$ cat src/rtl/mfifo_pkg.sv
package mfifo_pkg;

  // Advance a slot index by one, wrapping at the depth.
  function automatic int unsigned next_idx(int unsigned idx, int unsigned depth);
    return (idx + 1 >= depth) ? 0 : idx + 1;
  endfunction

  // Byte address of a slot in the shared message RAM.
  function automatic int unsigned slot_addr(int unsigned base, int unsigned idx,
                                            int unsigned slot_bytes);
    return base + idx * slot_bytes;
  endfunction

endpackage

$ cat src/rtl/mfifo_index.sv
module mfifo_index #(
  parameter int DEPTH = 8,
  parameter int IDX_W = 3
) (
  input  logic             clk,
  input  logic             rst,
  input  logic             clr,
  input  logic             adv,
  output logic [IDX_W-1:0] idx
);
  always_ff @(posedge clk) begin
    if (rst || clr)
      idx <= '0;
    else if (adv)
      idx <= IDX_W'(mfifo_pkg::next_idx(32'(idx), DEPTH));
  end

  a_r2_index_wraps: assert property (@(posedge clk) disable iff (rst)
    (adv && !clr && 32'(idx) == DEPTH - 1) |=> (idx == '0));
endmodule

$ cat src/rtl/mfifo_occupancy.sv
module mfifo_occupancy #(
  parameter int DEPTH = 8,
  parameter int CNT_W = 4
) (
  input  logic             clk,
  input  logic             rst,
  input  logic             clr,
  input  logic             push_req,
  input  logic             pop_req,
  output logic             push_ok,
  output logic             pop_ok,
  output logic [CNT_W-1:0] count,
  output logic             full,
  output logic             empty
);
  localparam logic [CNT_W-1:0] CNT_MAX = CNT_W'(DEPTH);

  assign full    = (count == CNT_MAX);
  assign empty   = (count == '0);
  assign push_ok = push_req && !full;
  assign pop_ok  = pop_req && !empty;

  always_ff @(posedge clk) begin
    if (rst || clr)
      count <= '0;
    else if (push_ok && !pop_ok)
      count <= count + 1'b1;
    else if (pop_ok && !push_ok)
      count <= count - 1'b1;
  end

  a_r6_count_bound: assert property (@(posedge clk) disable iff (rst)
    count <= CNT_MAX);
  a_r10_pair_holds: assert property (@(posedge clk) disable iff (rst)
    (push_ok && pop_ok && !clr) |=> $stable(count));
  a_r2_push_grows: assert property (@(posedge clk) disable iff (rst)
    (push_ok && !pop_ok && !clr) |=> (count == $past(count) + 1'b1));
endmodule

$ cat src/rtl/mfifo_flags.sv
module mfifo_flags (
  input  logic clk,
  input  logic rst,
  input  logic clr,
  input  logic tx_mode,
  input  logic usr_inc,
  input  logic hw_inc,
  input  logic full,
  input  logic empty,
  output logic usr_err,
  output logic ovf,
  output logic usr_reject,
  output logic hw_drop
);
  assign usr_reject = !clr && usr_inc && (tx_mode ? full : empty);
  assign hw_drop    = !clr && !tx_mode && hw_inc && full;

  always_ff @(posedge clk) begin
    if (rst || clr) begin
      usr_err <= 1'b0;
      ovf     <= 1'b0;
    end else begin
      if (usr_reject) usr_err <= 1'b1;
      if (hw_drop)    ovf     <= 1'b1;
    end
  end

  a_r7_err_sticky: assert property (@(posedge clk) disable iff (rst)
    (usr_err && !clr) |=> usr_err);
  a_r9_ovf_sticky: assert property (@(posedge clk) disable iff (rst)
    (ovf && !clr) |=> ovf);
endmodule

$ cat src/rtl/msg_fifo_ptr_ctrl.sv
module msg_fifo_ptr_ctrl #(
  parameter int DEPTH  = 8,
  parameter int ADDR_W = 12,
  parameter int SLOT_W = 8,
  localparam int IDX_W = (DEPTH > 1) ? $clog2(DEPTH) : 1,
  localparam int CNT_W = $clog2(DEPTH + 1)
) (
  input  logic              clk,
  input  logic              rst,
  input  logic              cfg_tx,
  input  logic [ADDR_W-1:0] cfg_base,
  input  logic [SLOT_W-1:0] cfg_slot_bytes,
  input  logic              usr_inc,
  input  logic              hw_inc,
  output logic [ADDR_W-1:0] user_addr,
  output logic [IDX_W-1:0]  head_idx,
  output logic [IDX_W-1:0]  tail_idx,
  output logic [CNT_W-1:0]  count,
  output logic              full,
  output logic              empty,
  output logic              usr_err,
  output logic              ovf
);
  logic cfg_tx_q;
  logic dir_chg;
  logic push_req, pop_req, push_ok, pop_ok;
  logic usr_reject, hw_drop;
  logic [IDX_W-1:0] user_idx;

  always_ff @(posedge clk) cfg_tx_q <= cfg_tx;

  assign dir_chg  = !rst && (cfg_tx != cfg_tx_q);
  // Writer side: software in transmit, engine in receive.
  assign push_req = !dir_chg && (cfg_tx ? usr_inc : hw_inc);
  assign pop_req  = !dir_chg && (cfg_tx ? hw_inc : usr_inc);

  mfifo_occupancy #(.DEPTH(DEPTH), .CNT_W(CNT_W)) u_occ (
    .clk(clk), .rst(rst), .clr(dir_chg),
    .push_req(push_req), .pop_req(pop_req),
    .push_ok(push_ok), .pop_ok(pop_ok),
    .count(count), .full(full), .empty(empty));

  mfifo_index #(.DEPTH(DEPTH), .IDX_W(IDX_W)) u_head (
    .clk(clk), .rst(rst), .clr(dir_chg), .adv(push_ok), .idx(head_idx));

  mfifo_index #(.DEPTH(DEPTH), .IDX_W(IDX_W)) u_tail (
    .clk(clk), .rst(rst), .clr(dir_chg), .adv(pop_ok), .idx(tail_idx));

  mfifo_flags u_flags (
    .clk(clk), .rst(rst), .clr(dir_chg), .tx_mode(cfg_tx),
    .usr_inc(usr_inc), .hw_inc(hw_inc), .full(full), .empty(empty),
    .usr_err(usr_err), .ovf(ovf),
    .usr_reject(usr_reject), .hw_drop(hw_drop));

  assign user_idx  = cfg_tx ? head_idx : tail_idx;
  assign user_addr = ADDR_W'(mfifo_pkg::slot_addr(32'(cfg_base), 32'(user_idx),
                                                  32'(cfg_slot_bytes)));

  a_r11_dir_clears: assert property (@(posedge clk) disable iff (rst)
    dir_chg |=> (count == '0 && head_idx == '0 && tail_idx == '0 && !usr_err && !ovf));
  a_r6_ptr_consistent: assert property (@(posedge clk) disable iff (rst)
    ((32'(tail_idx) + 32'(count)) % DEPTH) == 32'(head_idx));
  a_r7_reject_holds: assert property (@(posedge clk) disable iff (rst)
    (usr_reject && !(cfg_tx ? hw_inc : (hw_inc && !full))) |=> ($stable(head_idx) && $stable(tail_idx)));
  a_r9_drop_holds: assert property (@(posedge clk) disable iff (rst)
    (hw_drop && !usr_inc) |=> ($stable(count) && $stable(head_idx)));
endmodule

$ cat config.mk
export PLATFORM = sky130hd
export DESIGN_NAME = msg_fifo_ptr_ctrl
export DESIGN_NICKNAME = d
export VERILOG_FILES = /design/src/rtl/mfifo_pkg.sv /design/src/rtl/mfifo_index.sv /design/src/rtl/mfifo_occupancy.sv /design/src/rtl/mfifo_flags.sv /design/src/rtl/msg_fifo_ptr_ctrl.sv
export SDC_FILE = /design/constraint.sdc
export NUM_CORES = 1
export LEC_CHECK = 0
export BUFFER_PORTS_ARGS = -buffer_cell sky130_fd_sc_hd__buf_2
export CAP_MARGIN = 25
export CORE_MARGIN = 1.5
export CORE_UTILIZATION = 53
export DETAILED_ROUTE_END_ITERATION = 10
export GPL_ROUTABILITY_DRIVEN = 0
export PLACE_DENSITY = 0.87
export SLEW_MARGIN = 20
export SYNTH_ARGS = -nofsm -noshare
export SYNTH_HDL_FRONTEND = slang
export SYNTH_HIERARCHICAL = 1
export SYNTH_SLANG_ARGS = --single-unit
$ cat constraint.sdc
create_clock -name clk -period 6 [get_ports clk]
set_clock_uncertainty 0.2 [all_clocks]
set_input_delay 1.2 -clock clk [delete_from_list [all_inputs] [get_ports clk]]
set_output_delay 1.2 -clock clk [all_outputs]
set_load 0.01 [all_outputs]
==> impl_metrics.env, run 1 <==
export IMPL_drc=0
export IMPL_fp_dieH_um=61.08
export IMPL_power_density_mw_per_mm2=239.2
export IMPL_required_ns=4.60
export IMPL_dr_wl_met2_um=1615
export IMPL_fp_dieW_um=61.08
export IMPL_nets=323
export IMPL_syn_area_sq_mm=0.001788
export IMPL_grt_max_degree=13
export IMPL_status="finished, final reports clean"
export IMPL_finalHoldViolCount=0
export IMPL_vias_per_cell=4.948
export IMPL_critPathCaptureType="output port"
export IMPL_hp_class="flip-flop to flip-flop"
export IMPL_setup_viol=0
export IMPL_cts_root_buf="clkbuf_4"
export IMPL_cts_tree="done"
export IMPL_worstMarginPinSlew_ns=0.7358
export IMPL_avgSynthCellArea_sq_um=8.638
export IMPL_p_leak_nw=1.112
export IMPL_cts_repair_resized=0
export IMPL_post_cts_buffers=0
export IMPL_grt_pass1_wl_um=5561
export IMPL_gr_total_overflow=0
export IMPL_vias=1514
export IMPL_crit_fanout=9
export IMPL_dr_pass1_iters=4
export IMPL_rows=20
export IMPL_start_util=0.5716
export IMPL_syn_num_nets=267
export IMPL_coreArea_sq_mm=0.003128
export IMPL_ctsHoldBuffers=0
export IMPL_relSlewSlack=0.5077
export IMPL_die_area_sq_mm=0.003731
export IMPL_cp_slowest_cell="fa_1"
export IMPL_rsz0062_at_grt="no"
export IMPL_grt_pass1_vias=1448
export IMPL_wl_met3_um=145
export IMPL_holdWs_ns=0.2714
export IMPL_path_clk_slew_ns=0.07
export IMPL_cp_arrival_ns=4.34
export IMPL_cts_sinks=13
export IMPL_wl_met1_um=1398
export IMPL_cts_buffers=3
export IMPL_worstSetupPathType="primary input to output port"
export IMPL_rr_endpoint="u_occ/count[3]"
export IMPL_critPathMaxStageDelay_ns=0.52
export IMPL_wl_per_cell_um=10.39
export IMPL_ys_warn_count=6
export IMPL_cp_start_kind="primary input"
export IMPL_crit_chain="buf_2 > mux2i_1 > buf_4 > nor2b_1 > fa_1 > inv_1 > fa_1 > inv_1 > ha_1 > nor2b_1 > o21a_1 > a31o_4 > o221ai_2 > xnor2_1 > buf_2"
export IMPL_min_to="u_flags/ovf"
export IMPL_dp_hpwl_um=2746
export IMPL_report_final_slew_viol_count=0
export IMPL_holdPathStages=1
export IMPL_htreeDepth=1
export IMPL_ant_nets=0
export IMPL_ioPinCount=51
export IMPL_reg2reg_depth=11
export IMPL_hold_start="u_flags/ovf"
export IMPL_synthToLayoutAreaGrowth_pct=19.31
export IMPL_diodes=0
export IMPL_r2r_start="cfg_tx_q"
export IMPL_routed_top_layer="met4"
export IMPL_totalNegativeSetupSlack_ns=0
export IMPL_io_buffers=50
export IMPL_drt_iter0_drc=49
export IMPL_layout_cells_non_filler=306
export IMPL_period_share=0.9573
export IMPL_period_needed_ns=5.744
export IMPL_grt_util_all_layers=0.1935
export IMPL_dp_cells=302
export IMPL_cap_viol_max_count=0
export IMPL_routed_wl_um=3179
export IMPL_max_clock_freq_ghz=0.1741
export IMPL_clk_path_buf_depth=2
export IMPL_insertion_delay_ns=0.27
export IMPL_postSynthCellCount=207
export IMPL_antenna_found_initial=0
export IMPL_drive_above_1_share=0.2443
export IMPL_vdd_ir_drop_worst_mv=0.3218
export IMPL_r2r_setup_slack_ns=2.93
[worst max-delay path by stage]
stage / startpoint / endpoint / slack, ns
floorplan: cfg_tx / user_addr[11] / 0.35
global placement: cfg_tx / user_addr[8] / 0.31
detailed placement: cfg_tx / user_addr[11] / 0.24
CTS: cfg_tx / user_addr[11] / 0.24
global route: cfg_tx / user_addr[11] / 0.004
finish: cfg_tx / user_addr[11] / 0.26
[report_power, final]
group          internal [mW]  leakage [nW]  switching, mW
Clock                 0.0257        0.0150         0.0268
Combinational          0.153         0.991          0.175
Sequential             0.105         0.106         0.0250
Total                  0.284          1.11          0.227
[per-layer routing]
layer | track usage | vias up
li1 | - | 783
met1 | 0.2311 | 691
met2 | 0.3663 | 38
met3 | 0.01471 | 2
met4 | 0.05901 | 0
met5 | 0 | -
[registers in the layout, indices dropped and copies added (netlist names)]
| name | count |
|---|---|
| cfg_tx_q | 1 |
| u_flags/ovf | 1 |
| u_occ/count | 4 |
| u_flags/usr_err | 1 |
| u_tail/idx | 3 |
| u_head/idx | 3 |
[final cells by class]
type                            count  area (sq um)
Clock buffer                        4         26.28
Fill cell                         256         994.7
Inverter                           43         161.4
Multi-Input combinational cell    149          1358
Sequential cell                    13         260.3
Tap cell                           44         55.05
Timing Repair Buffer               53         272.8
[placed cells by master, fill, tap and decap left out, types with 3 or more instances in the layout]
cell      instances
buf_2            50
inv_1            43
nor2b_1          23
ha_1             19
fa_1             16
nor2_1           13
dfxtp_1          13
xnor2_1          12
mux2i_1           9
nand2b_1          6
a21oi_1           6
nand3_1           5
nand2_1           3
or3_1             3
a21o_1            3
clkbuf_4          3
buf_4             3
nor3_1            3
[worst max-delay path: cells and delay by family]
kind                     cells  cell delay [ns]
buffers and inverters        5             0.60
AO/OA/AOI/OAI                3             0.61
XOR/XNOR                     1             0.13
AND/OR/NAND/NOR              2             0.21
multiplexers                 1             0.21
adder cells (fa/ha/maj)      3             1.35
[per-stage QoR]
step / area (sq um) / total power [mW] / worst slack, ns / util
after floorplan: 1788 / 0.3667 / 0.3512 / -
after global placement: 2107 / 0.4521 / 0.3125 / 0.6736
after detailed placement: 2107 / 0.4625 / 0.2392 / 0.6736
after CTS: 2133 / 0.5159 / 0.2352 / 0.6820
after global routing: 2133 / 0.5654 / 0.004474 / 0.6820
final: 2133 / 0.5102 / 0.2562 / 0.6820
(Power assumes the default switching activity.)
==> run 2: changes to the inputs <==
--- a/config.mk
+++ b/config.mk
@@ -6,14 +6,14 @@
 export NUM_CORES = 1
 export LEC_CHECK = 0
 export BUFFER_PORTS_ARGS = -buffer_cell sky130_fd_sc_hd__buf_2
-export CAP_MARGIN = 25
+export CAP_MARGIN = 20
 export CORE_MARGIN = 1.5
-export CORE_UTILIZATION = 53
+export CORE_UTILIZATION = 52
 export DETAILED_ROUTE_END_ITERATION = 10
 export GPL_ROUTABILITY_DRIVEN = 0
-export PLACE_DENSITY = 0.87
+export PLACE_DENSITY = 0.86
+export RECOVER_POWER = 25
 export SLEW_MARGIN = 20
 export SYNTH_ARGS = -nofsm -noshare
 export SYNTH_HDL_FRONTEND = slang
-export SYNTH_HIERARCHICAL = 1
 export SYNTH_SLANG_ARGS = --single-unit
==> impl_metrics.env, run 2 <==
export IMPL_placed_area_sq_mm=0.002007
export IMPL_reg_top3="u_occ.count (4), u_head.idx (3), u_tail.idx (3)"
export IMPL_seqPwrFrac=0.352
export IMPL_ys_warn_count=0
export IMPL_cp_arrival_ns=4.40
export IMPL_hp_class="flip-flop to flip-flop"
export IMPL_cts_buffers=3
export IMPL_grt_pass1_vias=1399
export IMPL_synth_adder_area_share=0.3251
export IMPL_swShare=0.3819
export IMPL_synth_top_area_cell="fa_1"
export IMPL_yosysSeqAreaShare=0.1516
export IMPL_p_leak_nw=1.057
export IMPL_fp_dieW_um=60.46
export IMPL_hold_start="u_flags.usr_err"
export IMPL_critPathCaptureType="output port"
export IMPL_dp_hpwl_um=2782
export IMPL_worstSetupPathType="primary input to output port"
export IMPL_largest_register="u_occ.count"
export IMPL_setup_viol=0
export IMPL_fp_dieH_um=60.46
export IMPL_drc=0
export IMPL_coreArea_sq_mm=0.003103
export IMPL_post_cts_buffers=0
export IMPL_status="finished, final reports clean"
export IMPL_routed_wl_um=3294
export IMPL_synth_common_cells="inv_1 (39), ha_1 (19), nand2_1 (18)"
export IMPL_worstMarginPinSlew_ns=0.4256
export IMPL_antenna_found_initial=0
export IMPL_final_cell_area_sq_mm=0.002041
export IMPL_synthXorXnorAreaFrac=0.08163
export IMPL_cap_viol_max_count=0
export IMPL_clk_path_buf_depth=2
export IMPL_vias_per_cell=5.000
export IMPL_ys_flop_type="dfxtp_1"
export IMPL_dp_cells=301
export IMPL_crit_start="cfg_tx"
export IMPL_cts_sinks=13
export IMPL_largest_reg_flops=4
export IMPL_htreeDepth=1
export IMPL_cts_repair_resized=0
export IMPL_grt_pass1_wl_um=5595
export IMPL_period_needed_ns=5.801
export IMPL_synth_top_family_by_area="adder cells"
export IMPL_final_common_cell="buf_2"
export IMPL_drt_iter0_drc=33
export IMPL_io_buffers=50
export IMPL_cts_root_buf="clkbuf_4"
export IMPL_report_final_slew_viol_count=0
export IMPL_required_ns=4.60
export IMPL_vias=1525
export IMPL_cts_tree="done"
export IMPL_async_reset_ff_frac=0
export IMPL_cp_start_kind="primary input"
export IMPL_pwr_share_comb=0.446
export IMPL_yosys_area_share_simple=0.1895
export IMPL_cp_slowest_cell="fa_1"
export IMPL_ys_top_cells_by_area="fa_1 (19%), dfxtp_1 (15%), ha_1 (14%), inv_1 (8.5%), and2_1 (5.1%)"
export IMPL_synth_top_area_share=0.1866
export IMPL_path_clk_slew_ns=0.08
export IMPL_ys_ff_latch=13
export IMPL_gr_total_overflow=0
export IMPL_grt_max_degree=12
export IMPL_drive_above_1_share=0.2184
export IMPL_syn_num_nets=269
export IMPL_die_area_sq_mm=0.003655
export IMPL_yosysMostFrequentCell="inv_1"
export IMPL_synth_mux_area_frac=0.02551
export IMPL_grt_util_all_layers=0.2038
export IMPL_clkPwrFrac=0.202
export IMPL_synthToLayoutAreaGrowth_pct=18.88
export IMPL_synth_compound_area_frac=0.1327
export IMPL_synth_edf_count=0
export IMPL_crit_fanout=11
export IMPL_ioPinCount=51
export IMPL_postSynthCellCount=209
export IMPL_layout_cells_non_filler=305
export IMPL_nets=322
export IMPL_mostFrequentLayoutCells="buf_2 (46), inv_1 (39), ha_1 (19), nand2_1 (18), a21oi_1 (17)"
export IMPL_finalHoldViolCount=0
export IMPL_ant_nets=0
export IMPL_avgSynthCellArea_sq_um=8.214
export IMPL_vdd_ir_drop_worst_mv=0.1064
export IMPL_period_share=0.9668
export IMPL_diodes=0
export IMPL_p_sw_mw=0.1083
export IMPL_relSlewSlack=0.7163
export IMPL_ctsHoldBuffers=0
export IMPL_start_util=0.5532
export IMPL_dr_pass1_iters=4
export IMPL_max_clock_freq_ghz=0.1724
export IMPL_insertion_delay_ns=0.29
export IMPL_critPathMaxStageDelay_ns=0.50
export IMPL_crit_chain="clkbuf_4 > mux2_2 > and2_1 > fa_1 > inv_1 > fa_1 > inv_1 > ha_1 > nand3_1 > o2111ai_1 > a21o_1 > a21oi_1 > xnor2_1 > buf_2"
export IMPL_rsz0062_at_grt="no"
export IMPL_intPower_mw=0.1753
export IMPL_rows=20
export IMPL_r2r_start="u_occ.count[0]"
export IMPL_power_density_mw_per_mm2=139.0
export IMPL_wl_per_cell_um=10.80
export IMPL_syn_area_sq_mm=0.001717
export IMPL_totalNegativeSetupSlack_ns=0
export IMPL_ys_types=34
[run 2: metal layers]
layer | vias to the layer above | track usage | wire, um
met2 | 28 | 0.3509 | 1601
met1 | 700 | 0.2527 | 1510
li1 | 791 | - | -
met5 | - | 0 | 0
met4 | 0 | 0.07453 | 54
met3 | 6 | 0.04264 | 126
[run 2: cell families after synthesis]
kind of cell | count (synthesis)
buffers and inverters | 41
flip-flops | 13
XOR/XNOR | 16
multiplexers | 4
AND/OR/NAND/NOR | 64
AO/OA/AOI/OAI | 36
adder cells (fa/ha/maj) | 35
[run 2: worst max-delay path: cells and delay by family]
kind                     cells  cell delay, ns
adder cells (fa/ha/maj)      3            1.32
XOR/XNOR                     1            0.14
buffers and inverters        4            0.43
AND/OR/NAND/NOR              2            0.30
multiplexers                 1            0.42
AO/OA/AOI/OAI                3            0.59
[run 2: worst paths after layout]
kind / endpoint / slack, ns / depth (start not counted)
setup / recovery: user_addr[8] / 0.20 / 14
hold / removal: u_flags.usr_err / 0.28 / 2
setup reg to reg: u_occ.count[3] / 3.19 / 12
hold reg to reg: u_flags.usr_err / 0.28 / 2
[run 2: per-stage QoR]
stage | util | setup slack [ns] | hold WS [ns] | power, mW
6_report | 0.6577 | 0.1994 | 0.2799 | 0.2837
5_1_grt | 0.6577 | 0.02115 | 0.3138 | 0.3067
4_1_cts | 0.6556 | 0.09269 | 0.2843 | 0.2868
3_5_place_dp | 0.6468 | 0.09463 | 0.2635 | 0.2295
3_3_place_gp | 0.6468 | 0.1703 | 0.2464 | 0.2249
2_1_floorplan | - | 0.4702 | 0.3050 | 0.1895
[run 2: power groups by stage]
stage	Sequential (mW)	Combinational, mW	Clock, mW
finish	0.0998	0.127	0.0574
global route	0.101	0.144	0.0618
CTS	0.0999	0.128	0.0590
detailed placement	0.102	0.128	0
global placement	0.102	0.123	0
floorplan	0.103	0.0867	0
[run 2: final cells by class]
| class | count | area [sq um] |
|---|---|---|
| clock inverters | 1 | 5.005 |
| multi-input cells | 155 | 1303 |
| inverters | 39 | 146.4 |
| well taps | 44 | 55.05 |
| repair buffers | 50 | 249.0 |
| fillers | 296 | 1062 |
| flip-flops and latches | 13 | 260.3 |
| clock buffers | 3 | 22.52 |
